**src/rtl/fpsb_pkg.sv**
```systemverilog
package fpsb_pkg;
  localparam int OPW = 3;
  localparam int NUM_UNITS = 5;
  localparam logic [OPW-1:0] OP_ADD = 3'd0;
  localparam logic [OPW-1:0] OP_MUL = 3'd1;
  localparam logic [OPW-1:0] OP_DIV = 3'd2;
  localparam logic [OPW-1:0] OP_UNA = 3'd3;
  localparam logic [OPW-1:0] OP_CMP = 3'd4;

  function automatic int max_of5(int a, int b, int c, int d, int e);
    int m;
    m = a;
    if (b > m) m = b;
    if (c > m) m = c;
    if (d > m) m = d;
    if (e > m) m = e;
    return m;
  endfunction
endpackage

```
**src/rtl/fpsb_unit_gate.sv**
```systemverilog
module fpsb_unit_gate #(
  parameter int SPACING = 3
) (
  input  logic clk,
  input  logic rst,
  input  logic fire,
  output logic busy
);
  localparam int CW = (SPACING < 2) ? 1 : $clog2(SPACING + 1);

  logic [CW-1:0] wait_cnt;

  assign busy = (wait_cnt != '0);

  always_ff @(posedge clk) begin
    if (rst) begin
      wait_cnt <= '0;
    end else if (fire) begin
      wait_cnt <= CW'(SPACING - 1);
    end else if (busy) begin
      wait_cnt <= wait_cnt - 1'b1;
    end
  end
endmodule

```
**src/rtl/fpsb_wb_ring.sv**
```systemverilog
module fpsb_wb_ring #(
  parameter int DEPTH = 37,
  parameter int LW    = 6,
  parameter int RW    = 5
) (
  input  logic          clk,
  input  logic          rst,
  input  logic          claim,
  input  logic [LW-1:0] q_lat,
  input  logic [RW-1:0] q_dst,
  input  logic [RW-1:0] q_src1,
  input  logic [RW-1:0] q_src2,
  output logic          port_hit,
  output logic          waw_hit,
  output logic          raw_hit,
  output logic          wb_valid,
  output logic [RW-1:0] wb_dst
);
  logic [DEPTH-1:0] slot_v;
  logic [RW-1:0]    slot_d [DEPTH];
  logic [DEPTH-1:0] nxt_v;
  logic [RW-1:0]    nxt_d  [DEPTH];

  for (genvar k = 0; k < DEPTH; k++) begin : g_slot
    logic book;
    assign book = claim && (q_lat == LW'(k + 1));

    if (k == DEPTH - 1) begin : g_top
      assign nxt_v[k] = 1'b0;
      assign nxt_d[k] = '0;
    end else begin : g_mid
      assign nxt_v[k] = slot_v[k+1];
      assign nxt_d[k] = slot_d[k+1];
    end

    always_ff @(posedge clk) begin
      if (rst) begin
        slot_v[k] <= 1'b0;
      end else begin
        slot_v[k] <= nxt_v[k] | book;
      end
      slot_d[k] <= book ? q_dst : nxt_d[k];
    end
  end

  always_comb begin
    port_hit = 1'b0;
    waw_hit  = 1'b0;
    raw_hit  = 1'b0;
    for (int k = 0; k < DEPTH; k++) begin
      if (slot_v[k] && (LW'(k) == q_lat)) port_hit = 1'b1;
      if (slot_v[k] && (slot_d[k] == q_dst) && (LW'(k) >= q_lat)) waw_hit = 1'b1;
      if (slot_v[k] && (k >= 1) && ((slot_d[k] == q_src1) || (slot_d[k] == q_src2)))
        raw_hit = 1'b1;
    end
  end

  assign wb_valid = slot_v[0];
  assign wb_dst   = slot_d[0];
endmodule

```
**src/rtl/fp_issue_sb.sv**
```systemverilog
module fp_issue_sb
  import fpsb_pkg::*;
#(
  parameter int REG_W   = 5,
  parameter int LAT_ADD = 4,
  parameter int LAT_MUL = 8,
  parameter int LAT_DIV = 36,
  parameter int LAT_UNA = 2,
  parameter int LAT_CMP = 3,
  parameter int II_ADD  = 3,
  parameter int II_MUL  = 4,
  parameter int II_DIV  = 35,
  parameter int II_UNA  = 1,
  parameter int II_CMP  = 2
) (
  input  logic             clk,
  input  logic             rst,
  input  logic             in_valid,
  input  logic [2:0]       in_op,
  input  logic [REG_W-1:0] in_dst,
  input  logic [REG_W-1:0] in_src1,
  input  logic [REG_W-1:0] in_src2,
  output logic             in_ready,
  output logic [3:0]       stall_why,
  output logic             wb_valid,
  output logic [REG_W-1:0] wb_dst
);
  localparam int MAX_LAT = max_of5(LAT_ADD, LAT_MUL, LAT_DIV, LAT_UNA, LAT_CMP);
  localparam int DEPTH   = MAX_LAT + 1;
  localparam int LW      = $clog2(DEPTH + 1);
  localparam int LAT_T [NUM_UNITS] = '{LAT_ADD, LAT_MUL, LAT_DIV, LAT_UNA, LAT_CMP};
  localparam int II_T  [NUM_UNITS] = '{II_ADD, II_MUL, II_DIV, II_UNA, II_CMP};

  logic [NUM_UNITS-1:0] unit_busy;
  logic                 sel_busy;
  logic [LW-1:0]        cur_lat;
  logic                 issue;
  logic                 port_hit, waw_hit, raw_hit;

  assign issue = in_valid && in_ready;

  for (genvar u = 0; u < NUM_UNITS; u++) begin : g_unit
    fpsb_unit_gate #(.SPACING(II_T[u])) u_gate (
      .clk  (clk),
      .rst  (rst),
      .fire (issue && (in_op == OPW'(u))),
      .busy (unit_busy[u])
    );
  end

  always_comb begin
    sel_busy = 1'b1;
    cur_lat  = LW'(1);
    for (int u = 0; u < NUM_UNITS; u++) begin
      if (in_op == OPW'(u)) begin
        sel_busy = unit_busy[u];
        cur_lat  = LW'(LAT_T[u]);
      end
    end
  end

  fpsb_wb_ring #(.DEPTH(DEPTH), .LW(LW), .RW(REG_W)) u_ring (
    .clk      (clk),
    .rst      (rst),
    .claim    (issue),
    .q_lat    (cur_lat),
    .q_dst    (in_dst),
    .q_src1   (in_src1),
    .q_src2   (in_src2),
    .port_hit (port_hit),
    .waw_hit  (waw_hit),
    .raw_hit  (raw_hit),
    .wb_valid (wb_valid),
    .wb_dst   (wb_dst)
  );

  assign stall_why = {raw_hit, waw_hit, port_hit, sel_busy};
  assign in_ready  = (stall_why == 4'b0000);
endmodule

```
**config.mk**
```make
export PLATFORM = sky130hd
export DESIGN_NAME = fp_issue_sb
export DESIGN_NICKNAME = d
export VERILOG_FILES = /design/src/rtl/fpsb_pkg.sv /design/src/rtl/fpsb_unit_gate.sv /design/src/rtl/fpsb_wb_ring.sv /design/src/rtl/fp_issue_sb.sv
export SDC_FILE = /design/constraint.sdc
export NUM_CORES = 1
export LEC_CHECK = 0
export BUFFER_PORTS_ARGS = -buffer_cell sky130_fd_sc_hd__buf_2
export CAP_MARGIN = 20
export CORE_ASPECT_RATIO = 0.9
export CORE_MARGIN = 5
export CORE_UTILIZATION = 53
export DETAILED_ROUTE_END_ITERATION = 6
export PLACE_DENSITY = 0.69
export SYNTH_ARGS = -nofsm -noshare
export SYNTH_HDL_FRONTEND = slang
export SYNTH_SLANG_ARGS = --single-unit
```
**constraint.sdc**
```tcl
create_clock -name clk -period 4.7 [get_ports clk]
set_input_delay 0 -clock clk [delete_from_list [all_inputs] [get_ports clk]]
set_output_delay 0 -clock clk [all_outputs]
set_load 0.01 [all_outputs]
```
==> results list <==
- For this run, the detailed router's first-pass iteration total came to 5.
- The critical path is of the flip-flop to flip-flop type.
* Highest metal layer with signal wires: met5
- The average instance in the mapped netlist occupies slightly below 10 um2.
* Total count of hold-check failures in the final report: 0
- The analysis attributes to cell leakage a power of 5.393 nW.
- TritonCTS built the clock tree.
- After detailed routing, the total wire length is approximately 36000 um.
* Number of diodes: 0
- Average vias per placed instance: approximately 5.7
* PD cells: 388.3 nW/um2
- The first global-routing pass estimated 55290 um of wire.
- Relative to the synthesized area, the layout overhead comes to 6.732%.
- Post-synth cell types: 48
- Final setup fails: 0
* Number of buffers inserted by port buffering: 31
- Synth Instances: 1334
- Number of enable-type register cells in the synthesized netlist: 0
* Height of the chip: 158.1 um
- The number of hold buffers added after CTS was 0.
* Routed len/inst: between 20 and 25 um
* CTS Buf Count: 25
- The final-report max-slew violation count was 0.
* Insertion delay of the later-clocked pin in the worst-skew pair: 0.53 ns
* Worst IR drop on VDD: 0.0002607 V
- In this run, the number of DRC markers left after iteration 0 of detailed routing was 956.
* Routability cong.: 0.8785
- In this run the number of H-tree levels came out at 1.
- Critical path endpoint category: flip-flop
- RSZ-0062 raised after global routing: no
- Summed over all nets, the half-perimeter wirelength after detailed placement is 23100 um.
* Summed instance area of the synthesized netlist: 12920 um2
- Worst hold path type: input port to flip-flop
- The library cells used most frequently in the layout, excluding fill and tap cells, are sky130_fd_sc_hd__xor2_1 (390), sky130_fd_sc_hd__dfxtp_1 (236), sky130_fd_sc_hd__xnor2_1 (155).
- Worst path arrival time: 3.83 ns
* TNS Setup: 0 ns
* CTS max path bufs: 3
- Horiz. Die Dim: 174.6 um
- The count of nets left with antenna violations once routing finished came out at 0.
- Peak Freq: between 0.2 and 0.3 GHz
- After floorplanning, the core was sized to cover 24120 um2.
- Startpoint kind of the worst setup timing path: flip-flop
- Post-CTS clock slew at the launch and capture registers of the worst setup and hold paths: 0.06 ns
- Maximum Capacitance Violations: 0
* Final Critical Period: 3.413 ns
* Layout Cell Area excl Fill: 13790 um2
- The via count of the first global-routing pass was 9084.
* Number of register bits inferred by synthesis: 236
- Max-slew headroom: 0.4415
- Die area: 27600 um2
* Maximum number of pins on one net before global-route repair: 50
* Number of placement rows: 54
- The initial antenna violation count was 1.
- Counting every sink on the clock net gives around 240.
- Sum of routed wire segments on met1: 16390 um
- The tree is rooted in a sky130_fd_sc_hd__clkbuf_16.
* Transition time at the pin with the least slew margin: 0.8378 ns
- Clock skew on the completed layout was measured at approximately 0.020 ns.
- Global routing finished with a remaining overflow of 0.
- Of all flip-flops after synthesis, the portion carrying an async set or reset was 0.
- Remaining routing DRC violations: 0
- Met3 routed wirelength: about 2600 um
* Net count of the finished layout: 1296
- Via count: 9072
- After detailed placement, the total cell area comes to 12940 um2.
- In this run the post-CTS setup repair buffer count came out at 0.
- Effective utilization at floorplan: 0.5355
- Wire segments on met2 add up to ~16000 um in the final route.
* Part of the Yosys area used for sequential elements: 0.3657
- Critical Path RT: 5.12 ns
- Along the worst path, the maximum fanout reaches 7.
- In the synthesized netlist the dominant register cell turns out to be sky130_fd_sc_hd__dfxtp_1.
- Layout cells sized above 1: 0.1088
- All-layer global routing usage: 0.2558
- The flow ran to the end, and the final reports show no timing, DRC or antenna violations.
* Leading cell type in the layout, fill and taps excluded: sky130_fd_sc_hd__xor2_1
* Final clock period utilization by the worst path: 0.7262
- The Yosys step of the flow raised 0 warnings.
* Number of top-level pins: 32
- Gates resized during post-CTS repair numbered 0.
==> final timing paths <==
kind / start / endpoint / slack [ns] / cells past startpoint
max: g_unit[2].u_gate.wait_cnt[0] / u_ring.slot_d[0][18] / 1.29 / 11
min reg2reg: u_ring.slot_d[6][13] / u_ring.slot_d[6][8] / 0.41 / 0
max reg2reg: g_unit[2].u_gate.wait_cnt[0] / u_ring.slot_d[0][18] / 1.29 / 11
min: in_op[2] / g_unit[4].u_gate.wait_cnt[1] / 0.07 / 4
==> report_power, final <==
group | switching, mW | internal, mW
clock network | 0.820 | 1.25
logic | 0.479 | 0.438
registers | 0.213 | 2.15
total | 1.51 | 3.84
==> worst max-delay path, cell delays in order, from the launching register on <==
cell and delay, ns:
sky130_fd_sc_hd__dfxtp_1 0.31, sky130_fd_sc_hd__inv_1 0.08, sky130_fd_sc_hd__ha_1 0.18, sky130_fd_sc_hd__or3b_1 0.42
sky130_fd_sc_hd__nor3_2 0.39, sky130_fd_sc_hd__a21oi_1 0.13, sky130_fd_sc_hd__o31ai_1 0.22, sky130_fd_sc_hd__inv_1 0.11
sky130_fd_sc_hd__nor2_1 0.12, sky130_fd_sc_hd__nand4_1 0.35, sky130_fd_sc_hd__or3_1 0.64, sky130_fd_sc_hd__mux2_4 0.36
==> cells by family (layout without fill, tap and decap cells) <==
logic type	Yosys count	in the layout	share of synthesized area
AND/OR/NAND/NOR	315	315	0.1422
adder cells (fa/ha/maj)	5	5	0.004650
AO/OA/AOI/OAI	37	37	0.02034
multiplexers	28	28	0.02712
flip-flops	236	236	0.3657
buffers and inverters	167	114	0.07013
XOR/XNOR	545	545	0.3695
other	1	7	0.0002903
==> synth_stat cells (2+ instances only) <==
cell / count / area share
sky130_fd_sc_hd__nand3_1: 103 / 0.040
sky130_fd_sc_hd__nand4_1: 23 / 0.011
sky130_fd_sc_hd__dfxtp_1: 236 / 0.37
sky130_fd_sc_hd__nor4_1: 105 / 0.051
sky130_fd_sc_hd__mux2i_1: 2 / 0.0015
sky130_fd_sc_hd__buf_6: 6 / 0.0052
sky130_fd_sc_hd__mux2_4: 10 / 0.012
sky130_fd_sc_hd__or2_2: 2 / 0.00097
sky130_fd_sc_hd__buf_8: 4 / 0.0046
sky130_fd_sc_hd__buf_2: 16 / 0.0062
sky130_fd_sc_hd__o21ai_0: 6 / 0.0023
sky130_fd_sc_hd__or3_1: 3 / 0.0015
sky130_fd_sc_hd__o31ai_1: 3 / 0.0017
sky130_fd_sc_hd__inv_1: 13 / 0.0038
sky130_fd_sc_hd__nand2_1: 9 / 0.0026
sky130_fd_sc_hd__xnor2_1: 155 / 0.11
sky130_fd_sc_hd__xor2_1: 390 / 0.26
sky130_fd_sc_hd__mux2_2: 16 / 0.014
sky130_fd_sc_hd__nor2b_1: 31 / 0.015
sky130_fd_sc_hd__nor2_1: 10 / 0.0029
sky130_fd_sc_hd__a31oi_1: 4 / 0.0019
sky130_fd_sc_hd__clkbuf_1: 82 / 0.024
sky130_fd_sc_hd__nor3_2: 2 / 0.0015
sky130_fd_sc_hd__buf_4: 45 / 0.026
sky130_fd_sc_hd__nand3b_1: 2 / 0.0012
sky130_fd_sc_hd__a21oi_1: 11 / 0.0043
sky130_fd_sc_hd__nor3_1: 15 / 0.0058
sky130_fd_sc_hd__o21ba_2: 6 / 0.0046
sky130_fd_sc_hd__ha_1: 4 / 0.0039
sky130_fd_sc_hd__and3_1: 2 / 0.00097
==> stage by stage <==
stage            util  cells  hold WS [ns]  power [mW]  worst slack (ns)
6_report       0.5716   1595       0.07313       5.353             1.287
5_1_grt        0.5716   1595        0.1082       5.565            0.9918
4_1_cts        0.5716   1595       0.07097       5.357             1.296
3_5_place_dp   0.5364   1552        0.3954       3.313             1.227
3_3_place_gp   0.5364   1552        0.3960       3.285             1.267
2_1_floorplan       -   1340        0.2826       3.130             1.773
==> layer usage <==
layer	global-route usage	vias to the layer above
li1	-	4224
met1	0.3668	4450
met2	0.3966	330
met3	0.04776	66
met4	0.07330	2
met5	0	-
==> registers in the layout (all words and copies together), names as in the netlist <==
| signal | cells |
|---|---|
| g_unit.u_gate.busy | 1 |
| u_ring.wb_valid | 1 |
| g_unit.u_gate.wait_cnt | 13 |
| u_ring.slot_d | 185 |
| u_ring.nxt_v | 36 |
==> final cells by class <==
| class | count | area [um2] |
|---|---|---|
| inverters | 13 | 48.80 |
| flip-flops and latches | 236 | 4725 |
| clock inverters | 12 | 160.2 |
| fillers | 2049 | 10330 |
| well taps | 308 | 385.4 |
| clock buffers | 31 | 688.2 |
| multi-input cells | 937 | 7310 |
| repair buffers | 58 | 470.5 |
Power figures use the tool's default switching activity.
